$ cat src/rtl/rt_pkg.sv
package rt_pkg;
    // Default geometry shared by the table and its sub-blocks
    localparam int DEF_NUM_REGS = 32;
    localparam int DEF_DATA_W   = 32;
    localparam int DEF_TAG_W    = 5;
endpackage

$ cat src/rtl/rt_entry.sv
// One renamable register: stored value, ready flag and producer tag.
module rt_entry #(
    parameter int DATA_W = rt_pkg::DEF_DATA_W,
    parameter int TAG_W  = rt_pkg::DEF_TAG_W
) (
    input  logic              clk_i,
    input  logic              rst_ni,
    input  logic              flush_i,
    input  logic              ren_hit_i,
    input  logic [TAG_W-1:0]  ren_tag_i,
    input  logic              com_hit_i,
    input  logic [TAG_W-1:0]  com_tag_i,
    input  logic [DATA_W-1:0] com_value_i,
    output logic              valid_o,
    output logic [TAG_W-1:0]  tag_o,
    output logic [DATA_W-1:0] value_o
);
    typedef struct packed {
        logic              valid;
        logic [TAG_W-1:0]  tag;
        logic [DATA_W-1:0] value;
    } entry_t;

    entry_t st_d, st_q;

    always_comb begin
        st_d = st_q;
        // Retirement: value always lands; pending clears only on tag match
        if (com_hit_i) begin
            st_d.value = com_value_i;
            if (!st_q.valid && (st_q.tag == com_tag_i))
                st_d.valid = 1'b1;
        end
        // A new rename outranks a commit in the same cycle
        if (ren_hit_i) begin
            st_d.valid = 1'b0;
            st_d.tag   = ren_tag_i;
        end
        // Flush discards every mapping, including one made this cycle
        if (flush_i)
            st_d.valid = 1'b1;
    end

    always_ff @(posedge clk_i) begin
        if (!rst_ni) begin
            st_q.valid <= 1'b1;
            st_q.tag   <= '0;
            st_q.value <= '0;
        end else begin
            st_q <= st_d;
        end
    end

    assign valid_o = st_q.valid;
    assign tag_o   = st_q.tag;
    assign value_o = st_q.value;

    assert_rename_pends_R3: assert property (@(posedge clk_i) disable iff (!rst_ni)
        (ren_hit_i && !flush_i) |=> (!valid_o && tag_o == $past(ren_tag_i)));

    assert_match_commit_R6: assert property (@(posedge clk_i) disable iff (!rst_ni)
        (com_hit_i && !ren_hit_i && !flush_i && !valid_o && tag_o == com_tag_i)
        |=> (valid_o && value_o == $past(com_value_i)));

    assert_stale_commit_R7: assert property (@(posedge clk_i) disable iff (!rst_ni)
        (com_hit_i && !ren_hit_i && !flush_i && !valid_o && tag_o != com_tag_i)
        |=> (!valid_o && $stable(tag_o) && value_o == $past(com_value_i)));

    assert_rename_beats_commit_R9: assert property (@(posedge clk_i) disable iff (!rst_ni)
        (com_hit_i && ren_hit_i && !flush_i)
        |=> (!valid_o && value_o == $past(com_value_i) && tag_o == $past(ren_tag_i)));

    assert_flush_ready_R10: assert property (@(posedge clk_i) disable iff (!rst_ni)
        flush_i |=> valid_o);
endmodule

$ cat src/rtl/rt_read_port.sv
// Indexed lookup into the table state (no associative search).
module rt_read_port #(
    parameter int NUM_REGS = rt_pkg::DEF_NUM_REGS,
    parameter int DATA_W   = rt_pkg::DEF_DATA_W,
    parameter int TAG_W    = rt_pkg::DEF_TAG_W,
    localparam int IDX_W   = $clog2(NUM_REGS)
) (
    input  logic [NUM_REGS-1:0] valid_vec_i,
    input  logic [TAG_W-1:0]    tag_arr_i   [NUM_REGS],
    input  logic [DATA_W-1:0]   value_arr_i [NUM_REGS],
    input  logic [IDX_W-1:0]    idx_i,
    output logic                ready_o,
    output logic [TAG_W-1:0]    tag_o,
    output logic [DATA_W-1:0]   value_o
);
    always_comb begin
        ready_o = valid_vec_i[idx_i];
        tag_o   = tag_arr_i[idx_i];
        value_o = value_arr_i[idx_i];
    end
endmodule

$ cat src/rtl/rename_table.sv
module rename_table #(
    parameter int NUM_REGS = rt_pkg::DEF_NUM_REGS,
    parameter int DATA_W   = rt_pkg::DEF_DATA_W,
    parameter int TAG_W    = rt_pkg::DEF_TAG_W,
    localparam int IDX_W   = $clog2(NUM_REGS)
) (
    input  logic              clk_i,
    input  logic              rst_ni,
    input  logic              flush_i,
    input  logic [IDX_W-1:0]  src_a_idx_i,
    output logic              src_a_ready_o,
    output logic [DATA_W-1:0] src_a_value_o,
    output logic [TAG_W-1:0]  src_a_tag_o,
    input  logic [IDX_W-1:0]  src_b_idx_i,
    output logic              src_b_ready_o,
    output logic [DATA_W-1:0] src_b_value_o,
    output logic [TAG_W-1:0]  src_b_tag_o,
    input  logic              ren_en_i,
    input  logic [IDX_W-1:0]  ren_reg_i,
    input  logic [TAG_W-1:0]  ren_tag_i,
    input  logic              com_en_i,
    input  logic [IDX_W-1:0]  com_reg_i,
    input  logic [TAG_W-1:0]  com_tag_i,
    input  logic [DATA_W-1:0] com_value_i
);
    logic [NUM_REGS-1:0] valid_vec;
    logic [TAG_W-1:0]    tag_arr   [NUM_REGS];
    logic [DATA_W-1:0]   value_arr [NUM_REGS];

    for (genvar i = 0; i < NUM_REGS; i++) begin : g_reg
        if (i == 0) begin : g_zero
            // Hard-wired zero register: never pending, never written
            assign valid_vec[i] = 1'b1;
            assign tag_arr[i]   = '0;
            assign value_arr[i] = '0;
        end else begin : g_ren
            logic ren_hit, com_hit;
            assign ren_hit = ren_en_i && (ren_reg_i == IDX_W'(i));
            assign com_hit = com_en_i && (com_reg_i == IDX_W'(i));
            rt_entry #(.DATA_W(DATA_W), .TAG_W(TAG_W)) entry_i (
                .clk_i       (clk_i),
                .rst_ni      (rst_ni),
                .flush_i     (flush_i),
                .ren_hit_i   (ren_hit),
                .ren_tag_i   (ren_tag_i),
                .com_hit_i   (com_hit),
                .com_tag_i   (com_tag_i),
                .com_value_i (com_value_i),
                .valid_o     (valid_vec[i]),
                .tag_o       (tag_arr[i]),
                .value_o     (value_arr[i])
            );
        end
    end

    rt_read_port #(.NUM_REGS(NUM_REGS), .DATA_W(DATA_W), .TAG_W(TAG_W)) port_a_i (
        .valid_vec_i (valid_vec),
        .tag_arr_i   (tag_arr),
        .value_arr_i (value_arr),
        .idx_i       (src_a_idx_i),
        .ready_o     (src_a_ready_o),
        .tag_o       (src_a_tag_o),
        .value_o     (src_a_value_o)
    );

    rt_read_port #(.NUM_REGS(NUM_REGS), .DATA_W(DATA_W), .TAG_W(TAG_W)) port_b_i (
        .valid_vec_i (valid_vec),
        .tag_arr_i   (tag_arr),
        .value_arr_i (value_arr),
        .idx_i       (src_b_idx_i),
        .ready_o     (src_b_ready_o),
        .tag_o       (src_b_tag_o),
        .value_o     (src_b_value_o)
    );

    assert_zero_reg_R2: assert property (@(posedge clk_i) disable iff (!rst_ni)
        (src_a_idx_i == '0) |-> (src_a_ready_o && src_a_value_o == '0));

    assert_ports_agree_R5: assert property (@(posedge clk_i) disable iff (!rst_ni)
        (src_a_idx_i == src_b_idx_i) |-> (src_a_ready_o == src_b_ready_o &&
                                          src_a_value_o == src_b_value_o &&
                                          src_a_tag_o == src_b_tag_o));

    assert_hold_when_idle_R4: assert property (@(posedge clk_i) disable iff (!rst_ni)
        (!ren_en_i && !com_en_i && !flush_i) |=> $stable(valid_vec));
endmodule

$ cat config.mk
export PLATFORM = sky130hd
export DESIGN_NAME = rename_table
export DESIGN_NICKNAME = d
export VERILOG_FILES = /design/src/rtl/rt_pkg.sv /design/src/rtl/rt_entry.sv /design/src/rtl/rt_read_port.sv /design/src/rtl/rename_table.sv
export SDC_FILE = /design/constraint.sdc
export NUM_CORES = 2
export LEC_CHECK = 0
export BUFFER_PORTS_ARGS = -buffer_cell sky130_fd_sc_hd__buf_2
export CAP_MARGIN = 30
export CORE_MARGIN = 1
export CORE_UTILIZATION = 55
export CTS_CLUSTER_SIZE = 28
export DETAILED_ROUTE_END_ITERATION = 6
export MAX_ROUTING_LAYER = met4
export PLACE_DENSITY = 0.79
export SYNTH_ARGS = -nofsm -noshare
export SYNTH_HDL_FRONTEND = slang
export SYNTH_SLANG_ARGS = --single-unit
$ cat constraint.sdc
create_clock -name clk_i -period 4.1 [get_ports clk_i]
set_input_delay 0.41 -clock clk_i [delete_from_list [all_inputs] [get_ports clk_i]]
set_output_delay 0.41 -clock clk_i [all_outputs]
set_load 0.1 [all_outputs]
==> metrics.txt <==
RSZ-0062 raised after global routing=false; final worst path period share=0.842; CP Class=in2out; final wirelength=238 mm; share of power burned in the clock network=0.457; CP required=3690 ps; vias in the first global route=55300; peak supply drop=378 uV; critical path peak fanout=65; I/O pin count=143; #FFs+latches synth=1178; Pleak=0.0235 uW; GP Congestion=0.996; Comb pwr share=0.096; largest net degree at the start of global routing=262; post-CTS setup buffers=0; Iter 0 DRT Violations=9541; Inserted Clock Buffers=121; status=finished with violations; area leader, netlist=dfxtp_1; First-pass DRT Iterations=7; Placed Area=66000 um2; Data arrival, critical path=3040 ps; post-DR vias/cell=6.97; Net Sw Frac=0.259; fmax=290 MHz; clk_lat worst skew=740 ps; Longest Clk Path Bufs=3; skew final=9.82 ps; die width=342 um; Slew HR=0.253; cts hold-fix bufs=0; H-tree depth=3; post-cts resize count=0; CTS tree=built; antenna violations before repair=23; syn nets=6987; Worst Tran Pin Value=1120 ps; Cell Rows=124; Synth Instances=6920; Worst setup SP type=input pin; CTS Sinks=1178; Setup WS pre-CTS=858 ps; fraction of layout cells with a size suffix above 1=0.191; final instance area=70300 um2; ys async rst share=0; final antenna-violating net count=0; via count=57800; Netlist cell types=48; synth-to-layout area growth=10.4%; Synth top cells by count=nand2_1, dfxtp_1, a21boi_0; Post-Syn Area=63700 um2; Final nets=6720; internal cell power=19200 uW; Pwr Density=369 nW/um2; Critical Path Sink Type=output pin; ys flop type=dfxtp_1; setup TNS=0 ps; Syn Area/Cell=9.20 um2; failing checks=DRC; die height=342 um; maximum capacitance violations=0; count leader, synth=nand2_1; Switching Power=6710 uW; GR Overflow Total=0; worst setup margin=646 ps; fin. max-slew vios=0; Synth Warn #=0; drc violations=44; number of synthesized flops with an enable pin=0; top-area cell type share of the netlist area=0.370; first-pass GRT wire length=352 mm; filler instances=9111; Worst-path clk slew=60 ps; die area=117000 um2; DP Wirelength=145 mm; final-report setup violation count=0; port bufs=142; Hold Vio Cnt, Final=0; CTS root buffer=clkbuf_16; core area=115000 um2; Initial Util=0.556; Flop pwr share=0.447; total power draw=25900 uW; Seq/Total Area, Yosys=0.370; gr usage total=0.411; worst reg-to-reg setup slack=2790 ps; largest cells by area after synthesis=dfxtp_1, mux4_2, nand2_1, a21boi_0, mux2_2; average routed wire per standard cell=28.7 um; minimum clock period=3450 ps; worst hold path class=in2reg
-- sequential cells by signal, summed over array words and instances (netlist names) --
register	cells
g.g_ren.entry_i.tag_o	155
g.g_ren.entry_i.valid_o	31
g.g_ren.entry_i.value_o	992
-- metrics by stage --
stage	instances	utilization	hold WS (ps)
after floorplan	6920	-	441
after global placement	8034	0.575	448
after detailed placement	8041	0.576	456
after CTS	8266	0.613	84.7
after global routing	8286	0.614	124
final	8296	0.614	116
-- critical path, stage by stage --
cell	delay, ps
buf_8	530
buf_12	330
mux4_2	540
a22oi_1	230
nand4_1	450
buf_2	470
-- path summary, 6_finish.rpt --
| check | startpoint | end | cells after the start |
|---|---|---|---|
| hold reg to reg | g_reg[28].g_ren.entry_i.value_o[25]$_SDFFE_PN0P_ | g_reg[28].g_ren.entry_i.value_o[25]$_SDFFE_PN0P_ | 2 |
| setup / recovery | src_b_idx_i[2] | src_b_value_o[5] | 6 |
| setup reg to reg | g_reg[23].g_ren.entry_i.tag_o[3]$_SDFFE_PN0P_ | g_reg[23].g_ren.entry_i.valid_o$_SDFFE_PP1P_ | 4 |
| hold / removal | flush_i | g_reg[5].g_ren.entry_i.valid_o$_SDFFE_PP1P_ | 3 |
-- kinds of logic after synthesis --
logic type             after synthesis  synth area share
AO/OA/AOI/OAI                     1576             0.183
XOR/XNOR                           155            0.0213
buffers and inverters              738            0.0479
flip-flops                        1178             0.370
multiplexers                       756             0.213
AND/OR/NAND/NOR                   2517             0.165
-- layer usage --
metal / track usage / wire length [um]
met1: 0.504 / 82400
met2: 0.576 / 101000
met3: 0.129 / 35700
met4: 0.280 / 19300
met5: - / 0
-- layout make-up --
cell class	count	area (um2)	area share
tap	1512	1890	0.0269
clock inverter	48	656	0.00933
timing repair buffer	331	3060	0.0435
inverter	17	63.8	0.000908
clock buffer	177	3570	0.0508
multi-input combinational	5004	37400	0.532
antenna	29	72.6	0.00103
sequential	1178	23600	0.335
-- placed cells by master (no fill, tap or decap), drive strengths merged, types with 28 or more instances in the layout --
cell	synthesis	routed
clkbuf	500	177
xnor2	65	65
nand2	2100	2100
xor2	90	90
nand3	38	38
mux2i	78	78
buf	221	331
nor3	39	39
a21boi	1077	1077
or3	78	78
diode	0	29
dfxtp	1178	1178
mux4	455	455
o21ai	85	85
nand4	79	79
nor2	38	38
a22oi	224	224
clkinv	0	28
o22ai	74	74
nor2b	83	83
a221oi	74	74
a41oi	30	30
mux2	223	223
-- power by group through the flow --
stage	sequential [uW]	clock, uW	combinational, uW
finish	11600	11900	2490
global route	11600	12300	2520
CTS	11600	11800	2380
detailed placement	11800	0	2380
global placement	11800	0	2340
floorplan	11800	0	1630
Note: power is estimated with default switching activity, not from simulation.
